--- src/rtl/lctl_pkg.sv ---
package lctl_pkg;

    localparam int PKT_BYTES  = 6;
    localparam int BODY_BYTES = 4;
    localparam int IDX_W      = $clog2(PKT_BYTES);

    localparam logic [15:0] CRC_POLY = 16'h100B;
    localparam logic [15:0] CRC_SEED = 16'hFFFF;

    localparam logic [7:0] TYPE_ACK     = 8'h00;
    localparam logic [7:0] TYPE_NAK     = 8'h10;
    localparam logic [7:0] TYPE_PM_BASE = 8'h20;
    localparam logic [1:0] FC_MARK      = 2'b10;

    typedef enum logic [1:0] {
        CLS_NONE = 2'd0,
        CLS_ACK  = 2'd1,
        CLS_FC   = 2'd2,
        CLS_PM   = 2'd3
    } cls_e;

    typedef struct packed {
        logic [7:0]  kind;
        logic [23:0] body;
    } ctl_head_t;

    // index 0 is the first byte on the wire
    typedef logic [PKT_BYTES-1:0][7:0] pkt_t;

    function automatic logic [15:0] crc_byte(input logic [15:0] c_in, input logic [7:0] d);
        logic [15:0] c;
        logic        fb;
        c = c_in;
        for (int i = 7; i >= 0; i--) begin
            fb = c[15] ^ d[i];
            c  = {c[14:0], 1'b0};
            if (fb) c = c ^ CRC_POLY;
        end
        return c;
    endfunction

endpackage

--- src/rtl/lctl_arb.sv ---
module lctl_arb
    import lctl_pkg::*;
(
    input  logic clk,
    input  logic rst,
    input  logic ack_req,
    input  logic fc_req,
    input  logic pm_req,
    input  logic busy,
    input  logic settle,
    output cls_e win,
    output logic fire
);

    always_comb begin
        win = CLS_NONE;
        if (!busy && !settle) begin
            if (ack_req)     win = CLS_ACK;
            else if (fc_req) win = CLS_FC;
            else if (pm_req) win = CLS_PM;
        end
    end

    assign fire = (win != CLS_NONE);


    pm_lowest_chk: assert property (@(posedge clk) disable iff (rst)
        (win == CLS_PM) |-> (!ack_req && !fc_req));


    fc_below_ack_chk: assert property (@(posedge clk) disable iff (rst)
        (win == CLS_FC) |-> !ack_req);

endmodule

--- src/rtl/lctl_fmt.sv ---
module lctl_fmt
    import lctl_pkg::*;
#(
    parameter int SEQ_W  = 12,
    parameter int VC_W   = 3,
    parameter int HDR_W  = 8,
    parameter int DAT_W  = 12,
    parameter int PM_W   = 3,
    parameter int KIND_W = 2
) (
    input  cls_e              sel,
    input  logic              ack_nak,
    input  logic [SEQ_W-1:0]  seq,
    input  logic [KIND_W-1:0] fc_kind,
    input  logic [VC_W-1:0]   fc_vc,
    input  logic [HDR_W-1:0]  fc_hdr,
    input  logic [DAT_W-1:0]  fc_dat,
    input  logic [PM_W-1:0]   pm_code,
    output pkt_t              pkt
);

    ctl_head_t   head;
    logic [15:0] crc;
    logic [BODY_BYTES-1:0][7:0] first4;

    always_comb begin
        head = '0;
        case (sel)
            CLS_ACK: begin
                head.kind = ack_nak ? TYPE_NAK : TYPE_ACK;
                head.body = {8'h00, 16'(seq)};
            end
            CLS_FC: begin
                head.kind = {FC_MARK, 2'(fc_kind), 1'b0, 3'(fc_vc)};
                head.body = {8'(fc_hdr), 16'(fc_dat)};
            end
            CLS_PM: begin
                head.kind = TYPE_PM_BASE + 8'(pm_code);
                head.body = '0;
            end
            default: head = '0;
        endcase
    end

    always_comb begin
        first4[0] = head.kind;
        first4[1] = head.body[23:16];
        first4[2] = head.body[15:8];
        first4[3] = head.body[7:0];
        crc = CRC_SEED;
        for (int k = 0; k < BODY_BYTES; k++) crc = crc_byte(crc, first4[k]);
    end

    for (genvar g = 0; g < BODY_BYTES; g++) begin : g_body
        assign pkt[g] = first4[g];
    end
    assign pkt[BODY_BYTES]   = ~crc[15:8];
    assign pkt[BODY_BYTES+1] = ~crc[7:0];

endmodule

--- src/rtl/lctl_ser.sv ---
module lctl_ser
    import lctl_pkg::*;
(
    input  logic       clk,
    input  logic       rst,
    input  logic       load,
    input  cls_e       load_cls,
    input  pkt_t       load_pkt,
    input  logic       tx_ready,
    output logic [7:0] tx_data,
    output logic       tx_valid,
    output logic       tx_last,
    output logic       busy,
    output logic       done,
    output cls_e       done_cls
);

    localparam logic [IDX_W-1:0] LAST_IDX = IDX_W'(PKT_BYTES - 1);

    pkt_t             pkt_q;
    logic [IDX_W-1:0] idx_q;
    logic             valid_q;
    cls_e             cls_q;
    logic             done_q;
    cls_e             done_cls_q;

    always_ff @(posedge clk) begin
        if (rst) begin
            pkt_q      <= '0;
            idx_q      <= '0;
            valid_q    <= 1'b0;
            cls_q      <= CLS_NONE;
            done_q     <= 1'b0;
            done_cls_q <= CLS_NONE;
        end else begin
            done_q <= 1'b0;
            if (load) begin
                pkt_q   <= load_pkt;
                idx_q   <= '0;
                valid_q <= 1'b1;
                cls_q   <= load_cls;
            end else if (valid_q && tx_ready) begin
                if (idx_q == LAST_IDX) begin
                    valid_q    <= 1'b0;
                    done_q     <= 1'b1;
                    done_cls_q <= cls_q;
                end else begin
                    idx_q <= idx_q + 1'b1;
                end
            end
        end
    end

    assign tx_data  = pkt_q[idx_q];
    assign tx_valid = valid_q;
    assign tx_last  = valid_q && (idx_q == LAST_IDX);
    assign busy     = valid_q;
    assign done     = done_q;
    assign done_cls = done_cls_q;


    hold_under_stall_chk: assert property (@(posedge clk) disable iff (rst)
        (tx_valid && !tx_ready) |=> (tx_valid && $stable(tx_data)));


    no_abandon_chk: assert property (@(posedge clk) disable iff (rst)
        (tx_valid && !(tx_ready && tx_last)) |=> tx_valid);


    done_after_last_chk: assert property (@(posedge clk) disable iff (rst)
        (tx_valid && tx_ready && tx_last) |=> done);


    done_single_chk: assert property (@(posedge clk) disable iff (rst)
        done |=> !done);

endmodule

--- src/rtl/lctl_pkt_gen.sv ---
module lctl_pkt_gen
    import lctl_pkg::*;
#(
    parameter int SEQ_W = 12,
    parameter int VC_W  = 3,
    parameter int HDR_W = 8,
    parameter int DAT_W = 12
) (
    input  logic             clk,
    input  logic             rst,
    input  logic             ack_req,
    input  logic             ack_nak,
    input  logic [SEQ_W-1:0] ack_seq,
    output logic             ack_done,
    input  logic             fc_req,
    input  logic [1:0]       fc_kind,
    input  logic [VC_W-1:0]  fc_vc,
    input  logic [HDR_W-1:0] fc_hdr_cred,
    input  logic [DAT_W-1:0] fc_data_cred,
    output logic             fc_done,
    input  logic             pm_req,
    input  logic [2:0]       pm_code,
    output logic             pm_done,
    output logic [7:0]       tx_data,
    output logic             tx_valid,
    input  logic             tx_ready,
    output logic             tx_last
);

    cls_e win;
    logic fire;
    logic busy;
    logic done;
    cls_e done_cls;
    pkt_t pkt;

    lctl_arb u_arb (
        .clk    (clk),
        .rst    (rst),
        .ack_req(ack_req),
        .fc_req (fc_req),
        .pm_req (pm_req),
        .busy   (busy),
        .settle (done),
        .win    (win),
        .fire   (fire)
    );

    lctl_fmt #(
        .SEQ_W (SEQ_W),
        .VC_W  (VC_W),
        .HDR_W (HDR_W),
        .DAT_W (DAT_W),
        .PM_W  (3),
        .KIND_W(2)
    ) u_fmt (
        .sel    (win),
        .ack_nak(ack_nak),
        .seq    (ack_seq),
        .fc_kind(fc_kind),
        .fc_vc  (fc_vc),
        .fc_hdr (fc_hdr_cred),
        .fc_dat (fc_data_cred),
        .pm_code(pm_code),
        .pkt    (pkt)
    );

    lctl_ser u_ser (
        .clk     (clk),
        .rst     (rst),
        .load    (fire),
        .load_cls(win),
        .load_pkt(pkt),
        .tx_ready(tx_ready),
        .tx_data (tx_data),
        .tx_valid(tx_valid),
        .tx_last (tx_last),
        .busy    (busy),
        .done    (done),
        .done_cls(done_cls)
    );

    assign ack_done = done && (done_cls == CLS_ACK);
    assign fc_done  = done && (done_cls == CLS_FC);
    assign pm_done  = done && (done_cls == CLS_PM);


    one_done_chk: assert property (@(posedge clk) disable iff (rst)
        $onehot0({ack_done, fc_done, pm_done}));


    no_grant_midpkt_chk: assert property (@(posedge clk) disable iff (rst)
        (tx_valid && !tx_last) |=> tx_valid);

endmodule

--- config.mk ---
export PLATFORM = sky130hd
export DESIGN_NAME = lctl_pkt_gen
export DESIGN_NICKNAME = d
export VERILOG_FILES = /design/src/rtl/lctl_pkg.sv /design/src/rtl/lctl_arb.sv /design/src/rtl/lctl_fmt.sv /design/src/rtl/lctl_ser.sv /design/src/rtl/lctl_pkt_gen.sv
export SDC_FILE = /design/constraint.sdc
export NUM_CORES = 1
export LEC_CHECK = 0
export BUFFER_PORTS_ARGS = -buffer_cell sky130_fd_sc_hd__buf_2
export CORE_MARGIN = 3
export CORE_UTILIZATION = 61
export CTS_BUF_LIST = sky130_fd_sc_hd__clkbuf_4 sky130_fd_sc_hd__clkbuf_8 sky130_fd_sc_hd__clkbuf_16
export CTS_CLUSTER_SIZE = 8
export DETAILED_ROUTE_END_ITERATION = 16
export PLACE_DENSITY = 0.88
export SETUP_SLACK_MARGIN = 0.02
export SYNTH_ARGS = -nofsm -noshare
export SYNTH_HDL_FRONTEND = slang
export SYNTH_SLANG_ARGS = --single-unit
--- constraint.sdc ---
create_clock -name clk -period 9.8 [get_ports clk]
set_input_delay 0.49 -clock clk [delete_from_list [all_inputs] [get_ports clk]]
set_output_delay 0.49 -clock clk [all_outputs]
set_load 0.05 [all_outputs]
* Yosys cells after proc, flatten, opt, wreduce, memory -nomap -nowiden
Cells that the tools add are included.
** Storage, ports and cells
- Register bits after elaboration :: 57
- Bits in latches :: 0
- RAM bits :: 0
- Memory bits (read-only) :: 0
- Input bits :: 47
- Logic and storage cells :: 148
- Memories kept :: 0
** Operators by class
- Add/sub/neg operators :: 2
- Multipliers :: 0
- Divide/modulo/power cells :: 0
- Order comparisons :: 1
- Equality and inequality tests :: 7
- Shifts and indexed selects :: 0
- Multiplexer cells :: 44
- Bitwise gates (word level) :: 67
- Reductions and logical operators :: 16
** Operator list (number)
- $mux W13 :: 32
- $not A4 Y4 :: 31
- $pmux W32 S3 :: 1
- $xor A1 B1 Y1 :: 28
- $bmux W8 S3 :: 1
- $not A8 Y8 :: 2
- $eq A2 B2 Y1 const B :: 4
- $mux W2 :: 4
- $mux W8 :: 1
- $add A6 B3 Y7 const A :: 1
- $logic_and A1 B1 Y1 :: 6
- $reduce_bool A2 Y1 :: 3
- $mux W5 :: 1
- $eq A2 B1 Y1 const B :: 2
- $lt A3 B4 Y1 const B :: 1
- $mux W1 :: 4
- $reduce_and A2 Y1 :: 2
- $add A3 B1 Y3 const B :: 1
- $eq A3 B3 Y1 const B :: 1
- $not A1 Y1 :: 3
- $reduce_and A3 Y1 :: 1
- $reduce_or A3 Y1 :: 1
- $xor A1 B1 Y1 const A :: 3
- $logic_not A1 Y1 :: 2
- $reduce_or A2 Y1 :: 1

* Logic depth before layout (Yosys ltp)
Gate-level depths: netlist of run 1.
- Depth after elaboration :: 70
- Depth in mapped cells :: 12
- Gate-level depth less buffers :: 9

* Modules after synthesis
From an unflattened synthesis of run 1, not the netlist that was laid out.
** Unflattened totals
- Cells, all modules :: 426
- Area total of the unflattened synthesis :: 4224.1 µm²
** Modules (own cells, without submodules)
- lctl_ser :: times used 1, cells an instance 246, area an instance 2522.4 µm², seq. area each 1141.1 µm²
- lctl_fmt :: times used 1, cells an instance 171, area an instance 1634.1 µm², seq. area each 0.0 µm²
- lctl_arb :: times used 1, cells an instance 6, area an instance 42.5 µm², seq. area each 0.0 µm²
- lctl_pkt_gen :: times used 1, cells an instance 3, area an instance 25.0 µm², seq. area each 0.0 µm²

* Least setup slack after synthesis of run 1
OpenSTA, ideal clock, no wires.
- Path type :: register to register
- Start :: register u_ser.valid_q (netlist: u_ser.busy)
- End :: register u_ser.pkt_q[46] (netlist bit)
- Setup time :: 132 ps
- Arrival :: 3261 ps
- Data required time :: 9668 ps
- Setup slack :: 6407 ps
- Cell stages (with the launch flop) :: 11
- Path buffers :: 2
- Cells stage by stage :: dfxtp_1 buf_6 or3_4 buf_6 o32ai_4 xnor3_1 xnor3_2 xnor2_2 xor2_1 xnor2_1 nor3_1
** Between the ends
- Cells in the longest elaborated chain, start to end :: 37
** RTL lines
- from (decl) :: line lctl_ser.sv:22 : logic valid_q;
- from (signal assigned) :: line lctl_ser.sv:31 : valid_q <= 1'b0;
- from (signal assigned) :: line lctl_ser.sv:40 : valid_q <= 1'b1;
- from (signal assigned) :: line lctl_ser.sv:44 : valid_q <= 1'b0;
- $logic_not A1 Y1 (*) :: line lctl_arb.sv:17 : if (!busy && !settle) begin
- $logic_and A1 B1 Y1 (*) :: line lctl_arb.sv:17
- $mux W2 (*) :: line lctl_arb.sv:17
- $eq A2 B2 Y1 or $eq A2 B1 Y1 (tied branches) :: line lctl_fmt.sv:28 : case (sel)
- $pmux W32 S3 :: line lctl_fmt.sv:28
- $mux W13 or $xor A1 B1 Y1 (tied branches) :: line lctl_pkg.sv:37, lctl_pkg.sv:35
- $mux W13 :: line lctl_pkg.sv:37 : if (fb) c = c ^ CRC_POLY;
- $mux W13 (tied with other cells) :: line lctl_pkg.sv:37
- [18 not listed]
- $not A4 Y4 (no source line) (tied with other cells)
- $mux W13 :: line lctl_pkg.sv:37
- $xor A1 B1 Y1 (tied with other cells) :: line lctl_pkg.sv:35 : fb = c[15] ^ d[i];
- $mux W13 or $not A4 Y4 (tied branches)
- $mux W13 :: line lctl_pkg.sv:37
- $not A4 Y4 (no source line) or $xor A1 B1 Y1 (tied branches)
- $mux W13 (4 in series) :: line lctl_pkg.sv:37
- $not A8 Y8 :: line lctl_fmt.sv:58 : assign pkt[BODY_BYTES+1] = ~crc[7:0];
- to (signal assigned) :: line lctl_ser.sv:38 : pkt_q <= load_pkt;
- to (decl) :: line lctl_ser.sv:20 : pkt_t pkt_q;
Every way passes the cells marked *; elsewhere a longest branch is shown, timed or not.
A chain may end at the register's enable or synchronous reset.

* Worst setup path in the final report of run 1
- Start :: register u_ser.valid_q (netlist: u_ser.busy)
- End :: register u_ser.pkt_q[45] (netlist bit)
** Between the ends
- Cells in the longest elaborated chain, start to end :: 38
** RTL lines (line)
- $logic_not A1 Y1 (*) :: lctl_arb.sv:17
- $logic_and A1 B1 Y1 (*) :: lctl_arb.sv:17
- $mux W2 (*) :: lctl_arb.sv:17
- $eq A2 B2 Y1 or $eq A2 B1 Y1 (tied branches) :: lctl_fmt.sv:28
- $pmux W32 S3 :: lctl_fmt.sv:28
- $mux W13 :: lctl_pkg.sv:37
- $mux W13 or $not A4 Y4 (tied branches)
- $mux W13 (2 in series) :: lctl_pkg.sv:37
- [19 not listed]
- $xor A1 B1 Y1 or $mux W13 (tied branches) :: lctl_pkg.sv:35, lctl_pkg.sv:37
- $mux W13 :: lctl_pkg.sv:37
- $not A4 Y4 (no source line) or $mux W13 (tied branches)
- $mux W13 or $not A4 Y4 (tied branches)
- $mux W13 :: lctl_pkg.sv:37
- $not A4 Y4 (no source line) or $xor A1 B1 Y1 (tied branches)
- $mux W13 (3 in series) :: lctl_pkg.sv:37
- $not A8 Y8 :: lctl_fmt.sv:58
Marks and branches as above.

==> results of run 1 <==
metal layers:
metal	vias to the layer above	GRT usage (%)	routed length, um
met1	1492	37.7	3950
met5	-	0	0
met3	13	6.07	740
li1	1471	-	-
met2	144	46.5	4320
met4	0	9.63	192
final timing paths:
path	startpoint	endpoint	slack, ns	cells after the start
worst max register to register	u_ser.busy$_SDFFE_PP0P_	u_ser.pkt_q[45]$_SDFFE_PP0P_	6.10	9
worst max-delay path	u_ser.busy$_SDFFE_PP0P_	u_ser.pkt_q[45]$_SDFFE_PP0P_	6.10	9
worst min register to register	u_ser.pkt_q[47]$_SDFFE_PP0P_	u_ser.pkt_q[47]$_SDFFE_PP0P_	0.46	2
worst min-delay path	u_ser.pkt_q[47]$_SDFFE_PP0P_	u_ser.pkt_q[47]$_SDFFE_PP0P_	0.46	2
area by class of cell:
cell class                 instances  area (sq um)  area share, %
clock buffer                       6          76.3           1.94
sequential                        51          1020           25.9
clock inverter                     2          12.5          0.318
inverter                           7          26.3          0.668
multi-input combinational        311          2390           60.8
timing repair buffer              62           318           8.08
tap                               72          90.1           2.29
cells in the mapped netlist, types with 2 or more instances:
cell type,count
mux4_2,3
a211oi_1,3
buf_6,2
nand3_1,2
nand2b_1,2
xnor2_1,49
nand2_1,33
inv_1,6
o21a_1,2
xor3_1,2
a22oi_1,20
mux2i_1,12
nor3_1,17
nor2b_1,2
and3_1,5
o22ai_1,9
a221oi_1,2
mux2_2,4
dfxtp_1,51
clkbuf_1,16
xnor3_1,7
xnor2_2,3
buf_2,4
o21ai_0,7
buf_1,4
xor2_1,20
a2111oi_2,2
xor3_2,2
a32oi_1,4
a21oi_1,32
nor2_1,44
ha_1,2
critical path, stage by stage (launching register included):
cell and delay [ns]:
dfxtp_1 0.47, nor3_1 0.59, and3_1 0.30, a21oi_1 0.09
xnor3_1 0.41, xnor2_1 0.57, xnor3_1 0.65, xnor2_1 0.22
xnor2_1 0.16, a21oi_1 0.09
power breakdown:
part	total, W	switching [W]	internal [W]
Combinational	0.000510	0.000268	0.000242
Clock	0.000120	0.0000673	0.0000528
Sequential	0.000263	0.0000208	0.000242
cells in the final DEF, fill, tap and decap left out, types with 3 or more instances in the layout:
cell type  instances
a211oi_1           3
a21oi_1           32
a22oi_1           20
a32oi_1            4
and3_1             5
buf_2             59
buf_4              3
clkbuf_8           5
dfxtp_1           51
inv_1              6
mux2_2             4
mux2i_1           12
mux4_2             3
nand2_1           33
nor2_1            44
nor3_1            17
o21ai_0            7
o22ai_1            9
xnor2_1           49
xnor2_2            3
xnor3_1            7
xor2_1            20
flip-flops by register name, summed over array words and instances (netlist names):
register,flops
u_ser.busy,1
u_ser.cls_q,2
u_ser.done,1
u_ser.done_cls,2
u_ser.idx_q,3
u_ser.pkt_q,42
per-stage QoR:
step / worst slack [ns] / instances
2_1_floorplan: 6.41 / 395
3_3_place_gp: 6.11 / 503
3_5_place_dp: 5.97 / 503
4_1_cts: 6.14 / 511
5_1_grt: 5.92 / 511
6_report: 6.10 / 511
kinds of logic after synthesis:
group / count (synthesis) / synth area share [%]
AND/OR/NAND/NOR: 113 / 14.6
XOR/XNOR: 86 / 27.4
adder cells (fa/ha/maj): 2 / 0.704
flip-flops: 51 / 28.7
buffers and inverters: 33 / 4.05
AO/OA/AOI/OAI: 91 / 18.0
multiplexers: 19 / 6.54
==> run_results.csv, run 1 <==
group,metric,value,unit
detailed_routing,drcViolationCount,0,
yosys,async_flop_share,0,%
yosys,syn-num-nets,444,
yosys,synthDistinctLibCells,54,
power,peakVddDrop,0.152,mV
yosys,ys.flop_type,"dfxtp_1",
detailed_routing,firstDrtPassIters,5,
layout,final_cell_area,3940,sq um
sta,hold_viol,0,
layout,diodes,0,
flow_run,cap_violations,0,
die,num_rows,27,
yosys,synth.top_cell.area_share,28.7,%
layout,fin_util,70.6,%
sta,tns,0,ns
sta,finClkSkew,0.00357,ns
clock_tree,post_cts_buffers,0,
sta,fin_crit,3.70,ns
sta,slew_headroom,34.2,%
power,p_total,0.000893,W
clock_tree,cts-resized-gates,0,
critical_path,crit_fanout,11,
clock_tree,cts-root-buf,"clkbuf_8",
sta,setup_viol,0,
clock_tree,hold_buffers,0,
placed_design,post-dp-hpwl,7160,um
clock_tree,clk_pin_slew,0.09,ns
clock_tree,clkSinkCount,51,
clock_tree,cts_tree,"built",
critical_path,critPathKind,"reg2reg",
layout,synthToLayoutAreaGrowth,10.7,%
yosys,ys_seq_area_share,28.7,%
die,ios,60,
detailed_routing,vias,3120,
die,start_util,63.8,%
layout,nFillCells,428,
yosys,synth_edf_count,0,
sta,slew_viol_final,0,
detailed_routing,drtIter0Drc,267,
detailed_routing,totalWireLength,9200,um
clock_tree,cts_buffer_depth,2,
critical_path,endpoint_kind,"register",
grt,grt_overflow,0,
sta,clock.fmax,270,MHz
grt,grt_first_pass_wirelength,14500,um
critical_path,crit_arrival,3.85,ns
yosys,synth-seq-cells,51,
critical_path,crit_path_start_kind,"register",
die,die_area,6780,sq um
placed_design,postPlaceCellArea,3850,sq um
sta,fin_hold_ws,0.458,ns
yosys,synth_area_leader_cell,"dfxtp_1",
grt,grt_pass1_vias,2918,
layout,fin_nets,487,
critical_path,required,9.95,ns
yosys,syn_avg_cell_area,9.00,sq um
outcome,status,"complete, no violations",
clock_tree,numCtsBuffers,5,
placed_design,numPortBuffers,59,
layout,final_layout_size_suffix_gt1_share,21.9,%
yosys,synthTopCellsByArea,"dfxtp_1, xnor2_1, xor2_1",
placed_design,place.gp.congestion,0.863,
yosys,syn_inst,395,
detailed_routing,wl_per_cell,18.0,um
die,die_h,82.4,um
sta,fin_crit_sh,37.7,%
detailed_routing,ant_nets,0,
grt,grt_max_degree,52,
grt,grtUsageTotal,28.6,%
min_path,holdCritPathClass,"reg2reg",
die,design.core.area,5570,sq um
yosys,syn_area,3560,sq um
power,p_leak,1.59,nW
sta,rsz0062_at_grt,"no",
power,p_per_area,227,nW/um^2
detailed_routing,routed_via_density,6.11,
yosys,synth_warnings,0,
die,die_x,82.4,um
clock_tree,cts-htree-levels,2,
sta,worst_slew_pin_slew,0.986,ns
clock_tree,clkLatencyLatePin,0.30,ns
grt,antenna_found_initial,0,
Power figures use the tool's default switching activity.
==> run 2, diff against run 1 <==
- CORE_UTILIZATION: 61 -> 51
- PLACE_DENSITY: 0.88 -> 0.78
- clock period: 9.8 -> 3.1 ns (I/O delays scaled with it)
==> run_results.csv, run 2 (synthesis results as in run 1) <==
group,metric,value,unit
outcome,status,"complete, no violations",
sta,hold_viol,0,
clock_tree,cts_tree,"built",
die,num_rows,29,
detailed_routing,firstDrtPassIters,5,
layout,reg.largest.list,"u_ser.pkt_q x42, u_ser.idx_q x3",
critical_path,required,3.27,ns
sta,worst_slew_pin_slew,1.00,ns
critical_path,critPathKind,"reg2reg",
sta,tns,0,ns
detailed_routing,wl_per_cell,19.6,um
die,design.core.area,6570,sq um
placed_design,numPortBuffers,59,
clock_tree,clk_pin_slew,0.11,ns
layout,nFillCells,456,
critical_path,crit_path_start_kind,"register",
grt,grt_first_pass_wirelength,15600,um
die,die_x,89.5,um
layout,final_layout_size_suffix_gt1_share,36.2,%
placed_design,place.gp.congestion,0.935,
layout,instances_no_fill,574,
grt,grt_max_degree,52,
die,ios,60,
grt,grt_pass1_vias,3137,
die,start_util,54.1,%
critical_path,crit_fanout,13,
detailed_routing,drtIter0Drc,355,
critical_path,crit_arrival,3.25,ns
die,die_h,89.5,um
layout,synthToLayoutAreaGrowth,29.3,%
flow_run,cap_violations,0,
sta,slew_headroom,33.2,%
detailed_routing,totalWireLength,11300,um
placed_design,post-dp-hpwl,7650,um
layout,largest_reg_flops,42,
clock_tree,cts_buffer_depth,2,
grt,grt_overflow,0,
critical_path,endpoint_kind,"register",
die,die_area,8010,sq um
sta,clock.fmax,324,MHz
sta,fin_crit_sh,99.5,%
sta,finClkSkew,0.0145,ns
clock_tree,numCtsBuffers,5,
layout,top_register,"u_ser.pkt_q",
min_path,holdCritPathClass,"in2reg",
clock_tree,cts-htree-levels,2,
sta,slew_viol_final,0,
sta,setup_viol,0,
power,p_leak,1.92,nW
sta,fin_crit,3.08,ns
detailed_routing,drcViolationCount,0,
detailed_routing,routed_via_density,6.08,
power,p_per_area,751,nW/um^2
grt,antenna_found_initial,0,
power,peakVddDrop,0.434,mV
clock_tree,hold_buffers,0,
sta,rsz0062_at_grt,"yes",
grt,grtUsageTotal,25.9,%
detailed_routing,ant_nets,0,
clock_tree,cts-root-buf,"clkbuf_8",
clock_tree,clkSinkCount,51,
layout,layout_commonest_cell,"buf_2",
detailed_routing,vias,3488,
layout,fin_nets,529,
layout,diodes,0,
clock_tree,clkLatencyLatePin,0.33,ns
placed_design,dp_cells,541,
layout,layout_common_cells,"buf_2, dfxtp_1, nor2_1",
## run 2: changes by cell type in the layout (fill, tap and decap cells not counted), moves of 3 or more
cell and change:
xor2_1 -5, a211oi_1 -3, buf_12 +3, xnor2_2 +9
xor2_2 +5, nand2_1 -3, buf_4 +36, xnor2_1 -11
## run 2: metal layers
metal,GRT usage (%),vias up,routed length [um]
met3,6.08,46,1130
met2,43.1,236,5350
met1,32.8,1651,4350
met4,9.20,0,451
li1,-,1555,-
met5,0,-,0
## run 2: path summary, 6_finish.rpt
path / start / to / slack [ns] / cells past startpoint
max: u_ser.done$_SDFF_PP0_ / u_ser.pkt_q[46]$_SDFFE_PP0P_ / 0.02 / 12
min: fc_hdr_cred[2] / u_ser.pkt_q[10]$_SDFFE_PP0P_ / 0.12 / 3
max reg2reg: u_ser.done$_SDFF_PP0_ / u_ser.pkt_q[46]$_SDFFE_PP0P_ / 0.02 / 12
min reg2reg: u_ser.pkt_q[25]$_SDFFE_PP0P_ / u_ser.pkt_q[25]$_SDFFE_PP0P_ / 0.46 / 2
## run 2: final cells by class
class	instances	area (sq um)	area share, %
Clock buffer	5	68.8	1.50
Multi-Input combinational cell	311	2630	57.2
Clock inverter	3	28.8	0.626
Sequential cell	51	1030	22.4
Timing Repair Buffer	104	696	15.1
Inverter	7	28.8	0.626
Tap cell	93	116	2.53
## run 2: power by group
part / internal [W] / total, W / leakage, nW / switching (W)
combinational: 0.00109 / 0.00218 / 1.45 / 0.00109
clock: 0.000168 / 0.000428 / 0.0502 / 0.000260
sequential: 0.000765 / 0.000840 / 0.420 / 0.0000751
## run 2: per-stage QoR
step                      total power, W  hold slack (ns)  cell area [sq um]  util [%]  worst slack (ns)
after floorplan                  0.00216            0.313               3610         -            0.0305
after global placement           0.00250            0.438               4060      61.8            0.0856
after detailed placement         0.00257            0.450               4060      61.8            0.0315
after CTS                        0.00298            0.116               4160      63.3            0.0362
after global routing             0.00359            0.139               4600      70.0           -0.0977
final                            0.00345            0.116               4600      70.0            0.0168
## run 2: repair_timing
item | CTS | global route
endpoints found under the setup margin | 1 | 10
setup buffers | 0 | 24
resized for setup | 0 | 38
pin swaps | 1 | 24
gates cloned | 0 | 1
## run 2: worst max-delay path, stage by stage (launching register included)
cell,delay [ns]
dfxtp_4,0.39
nor4b_4,0.35
buf_12,0.15
buf_12,0.13
a32o_1,0.21
buf_4,0.15
xor2_1,0.24
xnor2_1,0.16
xnor2_1,0.44
xnor2_4,0.17
xor2_2,0.19
xnor2_1,0.26
nor3_2,0.08
==> run 3, diff against run 2 <==
- CORE_UTILIZATION: 51 -> 57
- PLACE_DENSITY: 0.78 -> 0.83
- REMOVE_ABC_BUFFERS: not set -> 1
- clock period: 3.1 -> 3.5 ns (I/O delays scaled with it)
==> run_results.csv, run 3 (synthesis results as in run 1) <==
group,metric,value,unit
grt,antenna_found_initial,0,
clock_tree,cts-root-buf,"clkbuf_8",
die,die_area,7220,sq um
layout,layout_commonest_cell,"buf_2",
layout,fin_nets,496,
sta,rsz0062_at_grt,"no",
clock_tree,clkLatencyLatePin,0.30,ns
clock_tree,cts_buffer_depth,2,
layout,synthToLayoutAreaGrowth,12.9,%
layout,final_cell_area,4020,sq um
min_path,min_from,"fc_hdr_cred[2]",
critical_path,r2r_end,"u_ser.pkt_q[41]$_SDFFE_PP0P_",
grt,grt_pass1_vias,3114,
min_path,hold_end,"u_ser.pkt_q[10]$_SDFFE_PP0P_",
flow_run,cap_violations,0,
grt,grtUsageTotal,25.9,%
clock_tree,hold_buffers,0,
layout,top_register,"u_ser.pkt_q",
sta,fin_crit,3.28,ns
clock_tree,clk_pin_slew,0.09,ns
grt,grt_first_pass_wirelength,15000,um
sta,fin_crit_sh,93.8,%
detailed_routing,drtIter0Drc,266,
die,die_x,85.0,um
placed_design,place.gp.congestion,0.949,
sta,setup_viol,0,
critical_path,required,3.70,ns
sta,hold_viol,0,
layout,reg.largest.list,"u_ser.pkt_q x42, u_ser.idx_q x3",
grt,grt_overflow,0,
power,p_sw,0.000999,W
grt,grt_max_degree,52,
die,die_h,85.0,um
die,start_util,59.4,%
critical_path,crit_fanout,9,
sta,clock.fmax,305,MHz
placed_design,numPortBuffers,59,
placed_design,post-dp-hpwl,6990,um
power,peakVddDrop,0.376,mV
outcome,status,"complete, no violations",
power,p_int,0.00153,W
detailed_routing,vias,3101,
layout,nFillCells,489,
power,pwr-share-seq,29.1,%
layout,final_layout_size_suffix_gt1_share,24.1,%
sta,slew_headroom,15.8,%
power,p_clk_share,13.5,%
critical_path,crit_path_start_kind,"register",
detailed_routing,drcViolationCount,0,
critical_path,endpoint_kind,"register",
power,swShare,39.5,%
critical_path,crit_arrival,3.48,ns
detailed_routing,ant_nets,0,
sta,finClkSkew,0.00463,ns
sta,fin_hold_ws,0.145,ns
sta,worst_slew_pin_slew,1.26,ns
power,p_per_area,630,nW/um^2
clock_tree,clkSinkCount,51,
die,design.core.area,5990,sq um
layout,diodes,0,
power,p_total,0.00253,W
sta,slew_viol_final,0,
die,num_rows,28,
min_path,whs_path_depth,3,
detailed_routing,wl_per_cell,17.3,um
detailed_routing,firstDrtPassIters,5,
critical_path,reg2reg_slack,0.22,ns
layout,fin_util,67.0,%
power,p_leak,1.64,nW
power,comb_power_share,57.4,%
placed_design,postPlaceCellArea,3910,sq um
critical_path,critPathKind,"reg2reg",
die,ios,60,
min_path,holdCritPathClass,"in2reg",
clock_tree,numCtsBuffers,5,
clock_tree,cts_tree,"built",
layout,layout_common_cells,"buf_2, dfxtp_1, xnor2_1",
detailed_routing,totalWireLength,9070,um
critical_path,r2r-start,"u_ser.done$_SDFF_PP0_",
critical_path,r2r.worst_path.cells,10,
layout,largest_reg_flops,42,
clock_tree,cts-htree-levels,2,
detailed_routing,routed_via_density,5.93,
-- run 3: cell types whose count changed in the layout (fill, tap and decap cells not counted), sizes merged --
cell,change
clkinv,-1
clkinvlp,+1
buf,-32
inv,-1
-- run 3: per-stage QoR --
step / cells / TNS, ns / setup slack [ns]
floorplan: 369 / -4.75 / -0.610
global placement: 514 / 0 / 0.266
detailed placement: 514 / 0 / 0.0917
CTS: 522 / 0 / 0.0559
global route: 523 / 0 / 0.0377
finish: 523 / 0 / 0.218
-- run 3: worst max-delay path by stage --
stage | cells past startpoint | end | start
finish | 10 | u_ser.pkt_q[41]$_SDFFE_PP0P_ | u_ser.done$_SDFF_PP0_
global route | 10 | u_ser.pkt_q[41]$_SDFFE_PP0P_ | u_ser.done$_SDFF_PP0_
floorplan | 9 | u_ser.pkt_q[44]$_SDFFE_PP0P_ | u_ser.busy$_SDFFE_PP0P_
CTS | 9 | u_ser.pkt_q[44]$_SDFFE_PP0P_ | u_ser.busy$_SDFFE_PP0P_
global placement | 11 | u_ser.pkt_q[41]$_SDFFE_PP0P_ | u_ser.busy$_SDFFE_PP0P_
detailed placement | 9 | u_ser.pkt_q[44]$_SDFFE_PP0P_ | u_ser.busy$_SDFFE_PP0P_
-- run 3: final cells by class --
class / count / area (sq um) / share of cell area [%]
clock buffers: 6 / 76.3 / 1.90
clock inverters: 2 / 12.5 / 0.312
inverters: 7 / 26.3 / 0.654
multi-input cells: 311 / 2400 / 59.8
flip-flops and latches: 51 / 1020 / 25.4
well taps: 75 / 93.8 / 2.34
repair buffers: 71 / 385 / 9.60
-- run 3: layer usage --
layer | wire, um | up-vias | global-route usage [%]
li1 | - | 1485 | -
met1 | 3930 | 1470 | 34.2
met2 | 4270 | 126 | 42.9
met3 | 664 | 20 | 4.95
met4 | 207 | 0 | 8.35
met5 | 0 | - | 0
-- run 3: power groups by stage --
stage	clock network (W)	logic (W)	registers (W)
after floorplan	0	0.00114	0.000733
after global placement	0	0.00139	0.000741
after detailed placement	0	0.00143	0.000748
after CTS	0.000350	0.00144	0.000734
after global routing	0.000376	0.00157	0.000744
final	0.000342	0.00145	0.000735
-- run 3: what timing repair did --
item	4_1_cts	5_1_grt
setup buffers	0	1
resized for setup	0	2
setup endpoints to repair	0	7
hold endpoints to repair	0	0
-- run 3: critical path, cell delays in order (launching register included) --
cell	delay, ns
dfxtp_1	0.56
nor3_1	0.08
buf_4	0.17
and3_1	0.18
o21ai_0	0.29
xor2_2	0.34
xnor2_2	0.23
xor3_2	0.62
xnor2_4	0.31
nor2_1	0.11
a2111oi_2	0.27
